`src/rtl/ssq_pkg.sv`:
```
package ssq_pkg;

    // Sequencer phases
    typedef enum logic [1:0] {
        SQ_IDLE = 2'd0,
        SQ_WAIT = 2'd1,
        SQ_RAMP = 2'd2,
        SQ_DONE = 2'd3
    } sq_state_e;

    localparam int PCT_W = 8;

    // Scales a code by a whole-number percentage; 32-bit result is ample
    // for codes up to 16 bits and percentages up to 255.
    function automatic logic [31:0] scale_pct(input logic [15:0] v,
                                              input logic [PCT_W-1:0] pct);
        return 32'(v) * 32'(pct);
    endfunction

endpackage

```
`src/rtl/ssq_tick_timer.sv`:
```
module ssq_tick_timer #(
    parameter int W = 4
) (
    input  logic         clk,
    input  logic         rst,
    input  logic         run,
    input  logic         tick,
    input  logic [W-1:0] limit,
    output logic         expire
);
    logic [W-1:0] cnt;

    assign expire = run && tick && (cnt == limit - W'(1));

    always_ff @(posedge clk) begin
        if (rst || !run) begin
            cnt <= '0;
        end else if (expire) begin
            cnt <= '0;
        end else if (tick) begin
            cnt <= cnt + W'(1);
        end
    end
endmodule

```
`src/rtl/ssq_ramp_ctrl.sv`:
```
module ssq_ramp_ctrl
    import ssq_pkg::*;
#(
    parameter int CODE_W      = 8,
    parameter int NUM_STEPS   = 8,
    parameter int DELAY_TICKS = 8,
    parameter int STEP_TICKS  = 2,
    parameter int TMR_W       = 4
) (
    input  logic              clk,
    input  logic              rst,
    input  logic              en,
    input  logic [CODE_W-1:0] target,
    input  logic              expire,
    output logic              run,
    output logic [TMR_W-1:0]  limit,
    output logic [CODE_W-1:0] code,
    output logic              done
);
    localparam int IDX_W = $clog2(NUM_STEPS + 1);
    localparam logic [IDX_W-1:0] LAST_IDX = IDX_W'(NUM_STEPS - 1);

    sq_state_e         state;
    logic [CODE_W-1:0] tgt_q;
    logic [CODE_W-1:0] stp_q;
    logic [IDX_W-1:0]  idx_q;

    assign run   = en && ((state == SQ_WAIT) || (state == SQ_RAMP));
    assign limit = (state == SQ_WAIT) ? TMR_W'(DELAY_TICKS) : TMR_W'(STEP_TICKS);

    always_ff @(posedge clk) begin
        if (rst || !en) begin
            state <= SQ_IDLE;
            code  <= '0;
            done  <= 1'b0;
            tgt_q <= '0;
            stp_q <= '0;
            idx_q <= '0;
        end else begin
            case (state)
                SQ_IDLE: begin
                    tgt_q <= target;
                    stp_q <= CODE_W'(target / NUM_STEPS);
                    state <= SQ_WAIT;
                end
                SQ_WAIT: begin
                    if (expire) begin
                        idx_q <= IDX_W'(1);
                        if (NUM_STEPS == 1) begin
                            code  <= tgt_q;
                            done  <= 1'b1;
                            state <= SQ_DONE;
                        end else begin
                            code  <= stp_q;
                            state <= SQ_RAMP;
                        end
                    end
                end
                SQ_RAMP: begin
                    if (expire) begin
                        idx_q <= idx_q + IDX_W'(1);
                        if (idx_q == LAST_IDX) begin
                            code  <= tgt_q;
                            done  <= 1'b1;
                            state <= SQ_DONE;
                        end else begin
                            code <= code + stp_q;
                        end
                    end
                end
                default: begin
                    state <= SQ_DONE;
                end
            endcase
        end
    end
endmodule

```
`src/rtl/ssq_ov_detect.sv`:
```
module ssq_ov_detect
    import ssq_pkg::*;
#(
    parameter int CODE_W    = 8,
    parameter int FB_W      = 9,
    parameter int TRIP_PCT  = 106,
    parameter int CLEAR_PCT = 103
) (
    input  logic              clk,
    input  logic              rst,
    input  logic [CODE_W-1:0] setpoint,
    input  logic [FB_W-1:0]   fb_code,
    output logic              ov
);
    logic [31:0] fb_s;
    logic [31:0] trip_s;
    logic [31:0] clr_s;
    logic        above;
    logic        below;

    assign fb_s   = scale_pct(16'(fb_code), PCT_W'(100));
    assign trip_s = scale_pct(16'(setpoint), PCT_W'(TRIP_PCT));
    assign clr_s  = scale_pct(16'(setpoint), PCT_W'(CLEAR_PCT));
    assign above  = fb_s > trip_s;
    assign below  = fb_s < clr_s;

    always_ff @(posedge clk) begin
        if (rst) begin
            ov <= 1'b0;
        end else if (above) begin
            ov <= 1'b1;
        end else if (below) begin
            ov <= 1'b0;
        end
    end
endmodule

```
`src/rtl/chg_softstart_seq.sv`:
```
module chg_softstart_seq #(
    parameter int CODE_W      = 8,
    parameter int FB_W        = 9,
    parameter int NUM_STEPS   = 8,
    parameter int DELAY_TICKS = 8,
    parameter int STEP_TICKS  = 2,
    parameter int TRIP_PCT    = 106,
    parameter int CLEAR_PCT   = 103
) (
    input  logic              clk,
    input  logic              rst,
    input  logic              en,
    input  logic              tick,
    input  logic [CODE_W-1:0] target,
    input  logic [FB_W-1:0]   fb_code,
    output logic [CODE_W-1:0] dac_code,
    output logic              ramp_done,
    output logic              ov_flag
);
    localparam int TMR_MAX = (DELAY_TICKS > STEP_TICKS) ? DELAY_TICKS : STEP_TICKS;
    localparam int TMR_W   = $clog2(TMR_MAX + 1);

    logic             run;
    logic             expire;
    logic [TMR_W-1:0] limit;

    ssq_tick_timer #(.W(TMR_W)) u_timer (
        .clk    (clk),
        .rst    (rst),
        .run    (run),
        .tick   (tick),
        .limit  (limit),
        .expire (expire)
    );

    ssq_ramp_ctrl #(
        .CODE_W      (CODE_W),
        .NUM_STEPS   (NUM_STEPS),
        .DELAY_TICKS (DELAY_TICKS),
        .STEP_TICKS  (STEP_TICKS),
        .TMR_W       (TMR_W)
    ) u_ramp (
        .clk    (clk),
        .rst    (rst),
        .en     (en),
        .target (target),
        .expire (expire),
        .run    (run),
        .limit  (limit),
        .code   (dac_code),
        .done   (ramp_done)
    );

    ssq_ov_detect #(
        .CODE_W    (CODE_W),
        .FB_W      (FB_W),
        .TRIP_PCT  (TRIP_PCT),
        .CLEAR_PCT (CLEAR_PCT)
    ) u_ov (
        .clk      (clk),
        .rst      (rst),
        .setpoint (dac_code),
        .fb_code  (fb_code),
        .ov       (ov_flag)
    );
endmodule

```
`config.mk`:
```
export PLATFORM = sky130hd
export DESIGN_NAME = chg_softstart_seq
export DESIGN_NICKNAME = d
export VERILOG_FILES = /design/src/rtl/ssq_pkg.sv /design/src/rtl/ssq_tick_timer.sv /design/src/rtl/ssq_ramp_ctrl.sv /design/src/rtl/ssq_ov_detect.sv /design/src/rtl/chg_softstart_seq.sv
export SDC_FILE = /design/constraint.sdc
export NUM_CORES = 1
export LEC_CHECK = 0
export ABC_AREA = 1
export BUFFER_PORTS_ARGS = -buffer_cell sky130_fd_sc_hd__buf_2
export CORE_MARGIN = 2
export CORE_UTILIZATION = 42
export CTS_BUF_LIST = sky130_fd_sc_hd__clkbuf_4
export DETAILED_ROUTE_END_ITERATION = 10
export GPL_TIMING_DRIVEN = 0
export PLACE_DENSITY = 0.56
export SYNTH_ARGS = -nofsm -noshare
export SYNTH_HDL_FRONTEND = slang
export SYNTH_SLANG_ARGS = --single-unit
```
`constraint.sdc`:
```
create_clock -name clk -period 5.58 [get_ports clk]
set_input_delay 0.558 -clock clk [delete_from_list [all_inputs] [get_ports clk]]
set_output_delay 0.558 -clock clk [all_outputs]
set_load 0.05 [all_outputs]
```
======== Yosys cells after proc, flatten, opt, wreduce, memory -nomap -nowiden ========
Cells that the tools add are included.
operators by class
  multiplexer cells ....................... 14
  $add $sub $neg .......................... 4
  eq/ne operators ......................... 7
  order comparisons ....................... 2
  reductions and logical operators ........ 15
  multiply operators ...................... 3
operators with widths
  kind                    count
  $mux W8                 3
  $gt A16 B15 Y1          1
  $lt A16 B15 Y1          1
  $pmux W8 S2             1
  $mul A8 B7 Y15 const B  1
  $mul A8 B6 Y14 const B  1
  $mul A9 B5 Y14 const B  1
  $mux W4                 3
  $reduce_and A3 Y1       3
  $add A4 B1 Y4 const B   2
  $add A8 B5 Y8           1
  $pmux W4 S2             1
  $mux W2                 3
  $ne A2 B2 Y1 const B    3
  $pmux W2 S3             1
  $eq A4 B3 Y1 const B    1
  $eq A4 B4 Y1            1
  $reduce_bool A2 Y1      2
  $sub A4 B1 Y4 const B   1
  $logic_and A1 B1 Y1     3
  $logic_or A1 B1 Y1      3
  $eq A2 B1 Y1 const B    1
  $eq A2 B2 Y1 const B    1
  $logic_not A1 Y1        2
  other kinds (3)         4
storage, ports and cells
  input bits .............................. 21
  output and inout bits ................... 10
  register bits ........................... 33
  logic and storage cells ................. 53

======== Logic depth before layout (Yosys ltp) ========
Gate-level depths: netlist of run 1.
  depth after elaboration ................. 7
  depth in mapped cells ................... 24
  mapped depth without buffers ............ 24

======== Cells and area by module ========
From an unflattened synthesis of run 1, not the netlist that was laid out.
second synthesis, totals
  cell total of the unflattened synthesis .. 697
  area, all modules ....................... 5185.0 um2
modules (own cells, without submodules)
  module          seq. area each (um2)  area each (um2)  cells each  times used
  ssq_ov_detect   20.0                  3465.8           441         1
  ssq_ramp_ctrl   460.4                 1373.8           199         1
  ssq_tick_timer  80.1                  345.3            57          1

======== Least setup slack after synthesis of run 1 ========
OpenSTA, ideal clock, no wires.
  kind .................................... register to register
  from .................................... register u_ramp.code[0]
  to ...................................... register u_ov.ov
  arrival time ............................ 4641 ps
  clock period less this slack ............ 4711 ps
  required time ........................... 5510 ps
  library setup time ...................... 70 ps
  buffers on the path ..................... 0
  stages on the path, launching flop included .. 24
  slack ................................... 869 ps
  cells stage by stage .................... dfxtp_1 ha_1 inv_1 fa_1 inv_1 fa_1 inv_1 fa_1 inv_1 ha_1 a21oi_1 o21ai_0 nor2_1 o21ai_0 xor2_1 ha_1 nand2_1 o21ai_0 nor2_1 o211ai_1 inv_1 nand2_1 nand2_1 a21oi_1
between the ends
  longest elaborated chain between the ends .. 3
  elaborated cells between the ends (all ways) .. 6
  classes of those cells .................. mul: 2; order compare: 2; mux: 1; reduce/logical: 1
RTL lines
  item                                              line                                      text
  start: declaration                                ssq_ramp_ctrl.sv:17                       output logic [CODE_W-1:0] code,
  start signal: assignment                          ssq_ramp_ctrl.sv:50                       code <= tgt_q;
  start signal: assignment                          ssq_ramp_ctrl.sv:54                       code <= stp_q;
  start signal: assignment                          ssq_ramp_ctrl.sv:63                       code <= tgt_q;
  $mul A8 B6 Y14 or $mul A8 B7 Y15 (tied branches)  ssq_pkg.sv:17                             return 32'(v) * 32'(pct);
  $gt A16 B15 Y1 or $lt A16 B15 Y1 (tied branches)  ssq_ov_detect.sv:24, ssq_ov_detect.sv:25
  $mux W1 or $reduce_bool A2 Y1 (tied branches)     n/a
  end signal: assignment                            ssq_ov_detect.sv:29                       ov <= 1'b0;
  end signal: assignment                            ssq_ov_detect.sv:31                       ov <= 1'b1;
  end signal: assignment                            ssq_ov_detect.sv:33                       ov <= 1'b0;
  end: declaration                                  ssq_ov_detect.sv:13                       output logic ov
Parallel ways exist; a longest one is shown, timed or not.
A chain may end at the register's enable or synchronous reset.

======== Final worst setup path of run 1 ========
Ends and elaborated chain as after synthesis.

==> results of run 1 <==
[power groups by stage]
stage | Clock, mW | Sequential (mW) | Combinational (mW)
4_1_cts | 0.0888 | 0.240 | 0.794
5_1_grt | 0.0983 | 0.243 | 0.916
3_5_place_dp | 0 | 0.244 | 0.785
6_report | 0.0866 | 0.240 | 0.783
2_1_floorplan | 0 | 0.258 | 0.580
3_3_place_gp | 0 | 0.245 | 0.763
[cell type report]
type                    count  share of cell area (%)
plain buffers               3                  0.5585
clock inverters             1                 0.07285
well taps                 143                   3.473
repair buffers             30                   2.914
multi-input cells         457                   72.54
clock buffers               3                  0.4371
flip-flops and latches     28                   10.88
inverters                 124                   9.131
[through the flow]
step / hold slack (ps) / cell area, um2 / util (%)
2_1_floorplan: 440.6 / 4797 / -
3_3_place_gp: 443.3 / 5126 / 45.48
3_5_place_dp: 452.8 / 5126 / 45.48
4_1_cts: 393.8 / 5152 / 45.71
5_1_grt: 380.0 / 5152 / 45.71
6_report: 397.5 / 5152 / 45.71
[cell families (layout without fill, tap and decap cells)]
logic type | count (synthesis) | in the layout
AND/OR/NAND/NOR | 157 | 157
adder cells (fa/ha/maj) | 155 | 155
buffers and inverters | 127 | 161
AO/OA/AOI/OAI | 113 | 113
XOR/XNOR | 31 | 31
flip-flops | 28 | 28
multiplexers | 1 | 1
[synth_stat cells, drive strengths merged, types with 2 or more instances]
cell type  count  share of area [%]
o211ai         2               0.31
inv          124                9.8
a22oi          4               0.63
dfxtp         28                 12
nand3         21                2.2
nand4          7               0.91
or2            2               0.26
nor3b          2               0.31
o21ai         34                3.8
nand2         86                6.9
nor4           2               0.26
a21oi         54                5.6
ha           129                 34
o22ai          2               0.26
a31oi          6               0.78
xor2          20                3.7
xnor2         11                2.0
o21bai         2               0.31
fa            26                 11
clkbuf         2               0.18
a21o           2               0.31
nor2          28                2.2
nor3           8                1.0
[critical path, stage by stage, from the launching register on]
cell and delay (ps):
sky130_fd_sc_hd__dfxtp_1 620, sky130_fd_sc_hd__inv_1 140, sky130_fd_sc_hd__ha_1 430, sky130_fd_sc_hd__ha_1 320
sky130_fd_sc_hd__inv_1 50, sky130_fd_sc_hd__fa_1 490, sky130_fd_sc_hd__fa_1 520, sky130_fd_sc_hd__inv_1 40
sky130_fd_sc_hd__ha_1 360, sky130_fd_sc_hd__nand2_1 110, sky130_fd_sc_hd__nor3_1 150, sky130_fd_sc_hd__nor2_1 90
sky130_fd_sc_hd__o21ai_0 340, sky130_fd_sc_hd__a31oi_1 160, sky130_fd_sc_hd__xor2_1 190, sky130_fd_sc_hd__ha_1 310
sky130_fd_sc_hd__nand2_1 70, sky130_fd_sc_hd__o21ai_0 150, sky130_fd_sc_hd__nor2_1 50, sky130_fd_sc_hd__o211ai_1 150
sky130_fd_sc_hd__inv_1 60, sky130_fd_sc_hd__nand2_1 90, sky130_fd_sc_hd__nand2_1 60, sky130_fd_sc_hd__a21oi_1 110
[sequential cells by signal (all words and copies together) (netlist names)]
register and flops:
u_ramp.idx_q 4, u_ramp.done 1, u_ramp.state 2, u_ov.ov 1, u_timer.cnt 4, u_ramp.code 8
u_ramp.tgt_q 8
[layer usage]
| metal | up-vias | track usage [%] |
|---|---|---|
| met5 | - | 0 |
| met4 | 0 | 1.083 |
| met3 | 4 | 2.078 |
| met2 | 70 | 28.75 |
| met1 | 1866 | 27.11 |
| li1 | 2112 | - |
[final timing paths]
| check | cells past startpoint | start | end |
|---|---|---|---|
| setup reg to reg | 23 | u_ramp.code[0] | u_ov.ov |
| hold reg to reg | 2 | u_ramp.tgt_q[2] | u_ramp.tgt_q[2] |
| setup / recovery | 23 | u_ramp.code[0] | u_ov.ov |
| hold / removal | 2 | rst | u_ov.ov |
==> results.txt, run 1 <==
----------------------------------------------------
[Synthesis]
  Post-Syn Area ... between 0.004 and 0.005 mm2
  Parity-gate share of the synthesized area counting xor and xnor cells ... 5.660%
  Adder-cell share of the synthesized area ... 44.50%
  Share of the synthesized area in compound gates (AO/OA/AOI/OAI) ... 13.20%
  Seq cells post-synth ... 28
  Post-Synth Simple-Gate Area ... 14.35%
  Fraction of registers with async set or reset after synthesis ... 0%
  Number of distinct library cells after synthesis ... between 40 and 50
  Top FF cell, synth ... sky130_fd_sc_hd__dfxtp_1
  Number of synthesis warnings ... 0
  Main combinational cell family by area after synthesis ... adder cells
  Number of synthesized flops with an enable pin ... 0
  Post-synthesis net count ... 788
  Post-synthesis sequential area ratio ... between 10% and 20%
  Syn Inst Count ... about 600
  Mux cell area share after synthesis ... 0.2087%
  Synthesized area per cell ... roughly 8 um2

[Floorplan]
  Top-Level Pins ... 31
  Number of core rows ... 39
  Total die area ... 0.01229 mm2
  Effective utilization at floorplan ... 42.56%
  Die Width ... 110.9 um
  Die Y-Extent ... 110.9 um
  Core Area ... approximately 0.011 mm2

[Power and ir drop]
  Cell internal pwr ... 0.5500 mW
  Post-layout power ... 1.109 mW
  Net switching power figure ... around 0.56 mW
  Combinational Power Share ... 70.6%
  Highest ir drop seen on vdd ... 0.1171 mV
  Clock group share of total power ... 7.8%
  Flop pwr share ... ~22%
  Leakage power total ... 2.735 nW
  PD cells ... 215.3 mW/mm2
  Switching power share of the total ... 50.42%

[Drt]
  Avg Vias per Cell ... 5.136
  Number of nets still failing antenna checks after routing ... 0
  Via count ... 4052
  DR pass1 iterations ... 4
  Wire length reported by the detailed router ... 10.64 mm
  DR WL met3 ... 468 um
  Detail Route met2 WL ... between 4 and 5 mm
  Wl on met1 ... 5.534 mm
  Number of DRC violations after detailed-routing iteration 0 ... 198
  Wire per inst ... roughly 13 um
  Top layer in use ... met4
  DRC violation count after routing ... 0

[Clock tree]
  TritonCTS Buffers ... 3
  Root Driver ... sky130_fd_sc_hd__clkbuf_4
  Maximum clock path buffer count ... 2
  CTS tree ... yes
  Setup Fix Bufs, Post-CTS ... 0
  CTS clock-pin slew for the worst setup and hold paths ... 150 ps
  Clock insertion delay at the later pin of the skew report ... 330 ps
  Number of levels in the clock H-tree ... 1
  Hold-fix buffer count after cts ... 0
  Sink Count ... 28
  Count of cells resized by post-cts repair ... 0

[STA]
  Slew Viols, Final ... 0
  Worst clock skew ... 3.410 ps
  Post-layout minimum cycle time ... 5115 ps
  Worst Tran Pin Value ... 621.2 ps
  Setup TNS ... 0 ps
  Number of setup violations in the final report ... 0
  Fmax achieved ... 195.5 MHz
  Final clock period utilization by the worst path ... 91.67%
  Unrepaired setup endpoints after global routing ... no
  Crit path setup slack, layout ... approximately 470 ps
  Slew margin rel. ... 58.43%
  Hold Vio Cnt, Final ... 0

[GRT]
  Global-route wire length before repair ... around 19 mm
  Initial antenna violation count ... 0
  Vias in the first global route ... approximately 4000
  Grt ovf ... 0
  Maximum number of pins on one net before global-route repair ... 16
  Total GRT Usage ... between 10% and 20%

[Worst setup path]
  Signal arrival time at the worst endpoint ... roughly 5400 ps
  Worst R2R Setup Slack ... 470 ps
  Endpoint class of the critical path ... flop
  Worst-path maximum fanout ... 8
  Setup crit start kind ... flop
  Category of the most critical setup path ... flop to flop
  Required time worst endpoint ... just under 6000 ps

[Placement]
  Inst Count DP ... roughly 800
  Setup Slack @ Placement ... 503.5 ps
  Number of buffers added on ports ... 30
  HPWL reported at the end of detailed placement ... roughly 9.4 mm
  Final weighted congestion of routability-driven global placement ... 0.8288

[Cells and area]
  Storage element area ... ~560 um2
  Most common cell after layout, fill and taps aside ... sky130_fd_sc_hd__ha_1
  Diodes inserted ... 0
  Number of inserted filler cells in the final layout ... approximately 1200
  Highest-count cells in the layout ignoring fill and taps ... sky130_fd_sc_hd__ha_1, sky130_fd_sc_hd__inv_1, sky130_fd_sc_hd__nand2_1
  Fraction of final layout cells sized beyond drive strength 1 ... 7.121%
  Area occupied by multi-input gates ... 0.003737 mm2
  Number of standard cells in the final layout excluding fillers ... 789
  Post-synthesis to final-layout area growth ... 7.407%
  Nets@finish ... 823

[Status]
  Status ... completed

[Worst hold path]
  Classification of the worst-slack hold path ... input pin to flop

[Run]
  Max-cap violation count ... 0

----------------------------------------------------
Power figures use the tool's default switching activity.
==> inputs of run 2 (changes only) <==
--- a/config.mk
+++ b/config.mk
@@ -8,11 +8,11 @@
 export ABC_AREA = 1
 export BUFFER_PORTS_ARGS = -buffer_cell sky130_fd_sc_hd__buf_2
 export CORE_MARGIN = 2
-export CORE_UTILIZATION = 42
+export CORE_UTILIZATION = 64
 export CTS_BUF_LIST = sky130_fd_sc_hd__clkbuf_4
 export DETAILED_ROUTE_END_ITERATION = 10
 export GPL_TIMING_DRIVEN = 0
-export PLACE_DENSITY = 0.56
+export PLACE_DENSITY = 0.81
 export SYNTH_ARGS = -nofsm -noshare
 export SYNTH_HDL_FRONTEND = slang
 export SYNTH_SLANG_ARGS = --single-unit
==> results.txt, run 2 (synthesis results as in run 1) <==
----------------------------------------------------
[Floorplan]
  Die Width ... 90.58 um
  Total die area ... 0.008204 mm2
  Top-Level Pins ... 31
  Effective utilization at floorplan ... 66.14%
  Die Y-Extent ... roughly 90 um
  Number of core rows ... 31
  Core Area ... 0.007253 mm2

[Worst setup path]
  Top delay family on crit path ... adder cells
  Category of the most critical setup path ... flop to flop
  Setup crit start kind ... flop
  Critical path depth in cells ... 23
  Cells on worst reg2reg path ... 23
  Required time worst endpoint ... ~5900 ps
  Worst-path maximum fanout ... 8
  Signal arrival time at the worst endpoint ... 5400 ps
  Worst path cell trace ... inv_1, ha_1, ha_1, inv_1, fa_1, fa_1, inv_1, ha_1, nand2_1, nor3_1, nor2_1, o21ai_0, a31oi_1, xor2_1, ha_1, nand2_1, o21ai_0, nor2_1, o211ai_1, inv_1, nand2_1, nand2_1, a21oi_1
  Bufs and invs on worst path ... 4
  Endpoint class of the critical path ... flop
  Max stage delay cell, worst path ... sky130_fd_sc_hd__dfxtp_1
  Stage delay of the slowest cell on the critical path ... approximately 610 ps

[STA]
  Unrepaired setup endpoints after global routing ... no
  Worst Tran Pin Value ... about 660 ps
  Crit path setup slack, layout ... 454.2 ps
  Worst clock skew ... around 16 ps
  Final clock period utilization by the worst path ... 91.86%
  Setup TNS ... 0 ps
  Number of setup violations in the final report ... 0
  Slew Viols, Final ... 0
  Slew margin rel. ... around 56%
  Hold Vio Cnt, Final ... 0
  Post-layout minimum cycle time ... between 5000 and 6000 ps
  Worst hold slack ... 384.1 ps
  Fmax achieved ... 195.1 MHz

[Placement]
  Setup Slack @ Placement ... 584.5 ps
  Post-DP Area ... 0.005071 mm2
  Number of buffers added on ports ... 30
  Inst Count DP ... 741
  HPWL reported at the end of detailed placement ... 9.267 mm
  Final weighted congestion of routability-driven global placement ... around 0.93

[Clock tree]
  Count of cells resized by post-cts repair ... 0
  Sink Count ... 28
  Number of levels in the clock H-tree ... 1
  Root Driver ... sky130_fd_sc_hd__clkbuf_4
  Maximum clock path buffer count ... 2
  CTS clock-pin slew for the worst setup and hold paths ... around 160 ps
  Clock insertion delay at the later pin of the skew report ... about 340 ps
  Setup Fix Bufs, Post-CTS ... 0
  CTS tree ... yes
  TritonCTS Buffers ... 3
  Hold-fix buffer count after cts ... 0

[GRT]
  Initial antenna violation count ... 0
  Grt ovf ... 0
  Maximum number of pins on one net before global-route repair ... 16
  Vias in the first global route ... 4030
  Global-route wire length before repair ... 17.67 mm
  Total GRT Usage ... 26.08%

[Cells and area]
  Diodes inserted ... 0
  Final standard cell area without fillers ... 0.005097 mm2
  Number of standard cells in the final layout excluding fillers ... between 700 and 800
  Nets@finish ... just over 800
  Registers with the most flip-flops ... u_ramp.code: 8 flops, u_ramp.tgt_q: 8 flops
  Post-synthesis to final-layout area growth ... 6.260%
  Most common cell after layout, fill and taps aside ... sky130_fd_sc_hd__ha_1
  Final design utilization ... 70.28%
  Fraction of final layout cells sized beyond drive strength 1 ... 7.121%
  Highest-count cells in the layout ignoring fill and taps ... sky130_fd_sc_hd__ha_1, sky130_fd_sc_hd__inv_1, sky130_fd_sc_hd__nand2_1

[Power and ir drop]
  Post-layout power ... 1.133 mW
  Leakage power total ... 2.735 nW
  Highest ir drop seen on vdd ... approximately 0.11 mV
  PD cells ... 222.3 mW/mm2

[Run]
  Max-cap violation count ... 0

[Drt]
  Via count ... 4181
  Number of nets still failing antenna checks after routing ... 0
  Number of DRC violations after detailed-routing iteration 0 ... 188
  DRC violation count after routing ... 0
  Wire length reported by the detailed router ... approximately 11 mm
  Avg Vias per Cell ... 5.612
  DR pass1 iterations ... 4
  Wire per inst ... 14.20 um

[Status]
  Status ... completed

[Worst hold path]
  Classification of the worst-slack hold path ... input pin to flop
  Worst Hold Depth ... 2

----------------------------------------------------
==> run 2: cell counts in the layout (fill, tap and decap cells not counted) <==
No cell type changed its count.
==> run 2: final timing paths <==
kind	startpoint	end	slack [ps]
setup / recovery	u_ramp.code[0]	u_ov.ov	450
setup reg to reg	u_ramp.code[0]	u_ov.ov	450
hold / removal	rst	u_ov.ov	380
hold reg to reg	u_ov.ov	u_ov.ov	470
==> run 2: final cells by class <==
cell class,count,area (um2)
buffer,3,28.78
clock buffer,3,22.52
clock inverter,1,3.754
fill,608,2156
inverter,124,470.5
multi-input combinational,457,3737
sequential,28,560.5
tap,99,123.9
timing repair buffer,30,150.1
==> run 2: power breakdown <==
| group | internal [mW] | switching (mW) |
|---|---|---|
| clock network | 0.0264 | 0.0622 |
| logic | 0.314 | 0.492 |
| registers | 0.215 | 0.0236 |
==> run 2: metal layers <==
layer	part of all wire, %	routed length, um	vias to the layer above	track usage, %
met5	0	0	-	0
met3	5.1	540	16	4.007
li1	-	-	2107	-
met4	1.5	156	0	5.128
met2	46	4890	90	44.22
met1	47	4989	1968	35.36
==> run 2: worst reg2reg max path: stages, from the launching register on <==
cell and delay (ps):
sky130_fd_sc_hd__dfxtp_1 610, sky130_fd_sc_hd__inv_1 150, sky130_fd_sc_hd__ha_1 410, sky130_fd_sc_hd__ha_1 310, sky130_fd_sc_hd__inv_1 50, sky130_fd_sc_hd__fa_1 470, sky130_fd_sc_hd__fa_1 510, sky130_fd_sc_hd__inv_1 40
sky130_fd_sc_hd__ha_1 360, sky130_fd_sc_hd__nand2_1 110, sky130_fd_sc_hd__nor3_1 180, sky130_fd_sc_hd__nor2_1 100, sky130_fd_sc_hd__o21ai_0 320, sky130_fd_sc_hd__a31oi_1 150, sky130_fd_sc_hd__xor2_1 180, sky130_fd_sc_hd__ha_1 300
sky130_fd_sc_hd__nand2_1 70, sky130_fd_sc_hd__o21ai_0 170, sky130_fd_sc_hd__nor2_1 60, sky130_fd_sc_hd__o211ai_1 160, sky130_fd_sc_hd__inv_1 60, sky130_fd_sc_hd__nand2_1 120, sky130_fd_sc_hd__nand2_1 60, sky130_fd_sc_hd__a21oi_1 110
==> inputs of run 3 (changes only) <==
--- a/config.mk
+++ b/config.mk
@@ -6,9 +6,12 @@
 export NUM_CORES = 1
 export LEC_CHECK = 0
 export ABC_AREA = 1
+export ABC_CLOCK_PERIOD_IN_PS = 5580
 export BUFFER_PORTS_ARGS = -buffer_cell sky130_fd_sc_hd__buf_2
+export CELL_PAD_IN_SITES_DETAIL_PLACEMENT = 1
+export CELL_PAD_IN_SITES_GLOBAL_PLACEMENT = 1
 export CORE_MARGIN = 2
-export CORE_UTILIZATION = 64
+export CORE_UTILIZATION = 48
 export CTS_BUF_LIST = sky130_fd_sc_hd__clkbuf_4
 export DETAILED_ROUTE_END_ITERATION = 10
 export GPL_TIMING_DRIVEN = 0
==> results.txt, run 3 (synthesis results as in run 1) <==
----------------------------------------------------
[Cells and area]
  Number of inserted filler cells in the final layout ... 1292
  Post-synthesis to final-layout area growth ... 7.068%
  Storage element area ... 560.5 um2
  Most common cell after layout, fill and taps aside ... sky130_fd_sc_hd__ha_1
  Fraction of final layout cells sized beyond drive strength 1 ... 7.132%
  Diodes inserted ... 0
  Final design utilization ... 52.79%
  Registers with the most flip-flops ... u_ramp.code: 8 flops, u_ramp.tgt_q: 8 flops
  Final standard cell area without fillers ... 0.005136 mm2
  Nets@finish ... 823
  Number of standard cells in the final layout excluding fillers ... 778
  Area occupied by multi-input gates ... between 0.003 and 0.004 mm2
  Highest-count cells in the layout ignoring fill and taps ... sky130_fd_sc_hd__ha_1, sky130_fd_sc_hd__inv_1, sky130_fd_sc_hd__nand2_1

[Placement]
  Post-DP Area ... 0.005114 mm2
  Inst Count DP ... 775
  HPWL reported at the end of detailed placement ... approximately 11 mm
  Number of buffers added on ports ... 30
  Final weighted congestion of routability-driven global placement ... 0.8644

[Worst hold path]
  Classification of the worst-slack hold path ... input pin to flop

[Worst setup path]
  Endpoint class of the critical path ... flop
  Required time worst endpoint ... 5860 ps
  Category of the most critical setup path ... flop to flop
  Signal arrival time at the worst endpoint ... 5440 ps
  Worst-path maximum fanout ... 8
  Setup crit start kind ... flop

[Floorplan]
  Total die area ... 0.01081 mm2
  Number of core rows ... 36
  Die Y-Extent ... ~100 um
  Die Width ... ~100 um
  Top-Level Pins ... 31
  Core Area ... just under 0.01 mm2
  Effective utilization at floorplan ... 49.31%

[Clock tree]
  Setup Fix Bufs, Post-CTS ... 0
  Maximum clock path buffer count ... 2
  CTS clock-pin slew for the worst setup and hold paths ... 160 ps
  Hold-fix buffer count after cts ... 0
  Sink Count ... 28
  CTS tree ... yes
  Count of cells resized by post-cts repair ... 0
  Root Driver ... sky130_fd_sc_hd__clkbuf_4
  Number of levels in the clock H-tree ... 1
  Clock insertion delay at the later pin of the skew report ... 330 ps
  TritonCTS Buffers ... 3

[GRT]
  Grt ovf ... 0
  Global-route wire length before repair ... 20.93 mm
  Vias in the first global route ... 4436
  Total GRT Usage ... 23.17%
  Initial antenna violation count ... 0
  Maximum number of pins on one net before global-route repair ... 15

[STA]
  Slew Viols, Final ... 0
  Worst clock skew ... 11.14 ps
  Worst Tran Pin Value ... about 630 ps
  Final clock period utilization by the worst path ... 92.49%
  Setup TNS ... 0 ps
  Hold Vio Cnt, Final ... 0
  Number of setup violations in the final report ... 0
  Unrepaired setup endpoints after global routing ... no
  Slew margin rel. ... between 50 and 60%
  Post-layout minimum cycle time ... 5161 ps
  Fmax achieved ... 193.8 MHz

[Drt]
  DR pass1 iterations ... 4
  Number of nets still failing antenna checks after routing ... 0
  Via count ... ~4200
  Avg Vias per Cell ... 5.395
  DRC violation count after routing ... 0
  Wire per inst ... roughly 16 um
  Number of DRC violations after detailed-routing iteration 0 ... 128
  Wire length reported by the detailed router ... 12.12 mm

[Power and ir drop]
  PD cells ... 222.0 mW/mm2
  Highest ir drop seen on vdd ... 0.09641 mV
  Leakage power total ... 2.733 nW
  Post-layout power ... around 1.1 mW

[Run]
  Max-cap violation count ... 0

[Status]
  Status ... completed

----------------------------------------------------
[run 3: cell count changes in the layout (fill, tap and decap cells not counted)]
cell	previous run	this run
sky130_fd_sc_hd__clkinv_1	1	0
[run 3: cell type report]
class	instances	area share, %
multi-input combinational	457	72.76
sequential	28	10.91
inverter	124	9.160
tap	133	3.240
timing repair buffer	30	2.923
buffer	3	0.5603
clock buffer	3	0.4385
[run 3: worst paths after layout]
kind	end	startpoint	slack, ps	cells after the start
worst min register to register	u_ramp.tgt_q[1]	u_ramp.tgt_q[1]	480	2
worst max-delay path	u_ov.ov	u_ramp.code[0]	420	23
worst max register to register	u_ov.ov	u_ramp.code[0]	420	23
worst min-delay path	u_ov.ov	rst	410	2
[run 3: metrics by stage]
| step | hold WS (ps) | setup slack, ps |
|---|---|---|
| 6_report | 406.5 | 418.8 |
| 5_1_grt | 403.3 | 97.02 |
| 4_1_cts | 403.5 | 402.8 |
| 3_5_place_dp | 452.1 | 409.2 |
| 3_3_place_gp | 444.5 | 641.2 |
| 2_1_floorplan | 440.6 | 869.5 |
[run 3: report_power, final]
| group | switching [mW] | internal, mW | total [mW] |
|---|---|---|---|
| Combinational | 0.498 | 0.315 | 0.813 |
| Clock | 0.0620 | 0.0254 | 0.0874 |
| Sequential | 0.0253 | 0.215 | 0.240 |
[run 3: metal layers]
layer	vias up	share of wire, %	GRT usage [%]
li1	2106	-	-
met1	2044	49	32.42
met2	43	48	40.84
met3	4	2.2	2.005
met4	0	0.32	1.158
met5	-	0	0
[run 3: critical path: stages, from the launching register on]
cell                       delay (ps)
sky130_fd_sc_hd__dfxtp_1          610
sky130_fd_sc_hd__inv_1            150
sky130_fd_sc_hd__ha_1             430
sky130_fd_sc_hd__ha_1             320
sky130_fd_sc_hd__inv_1             50
sky130_fd_sc_hd__fa_1             490
sky130_fd_sc_hd__fa_1             520
sky130_fd_sc_hd__inv_1             40
sky130_fd_sc_hd__ha_1             360
sky130_fd_sc_hd__nand2_1          100
sky130_fd_sc_hd__nor3_1           160
sky130_fd_sc_hd__nor2_1            90
sky130_fd_sc_hd__o21ai_0          350
sky130_fd_sc_hd__a31oi_1          160
sky130_fd_sc_hd__xor2_1           190
sky130_fd_sc_hd__ha_1             300
sky130_fd_sc_hd__nand2_1           70
sky130_fd_sc_hd__o21ai_0          160
sky130_fd_sc_hd__nor2_1            60
sky130_fd_sc_hd__o211ai_1         160
sky130_fd_sc_hd__inv_1             60
sky130_fd_sc_hd__nand2_1           70
sky130_fd_sc_hd__nand2_1           60
sky130_fd_sc_hd__a21oi_1          130
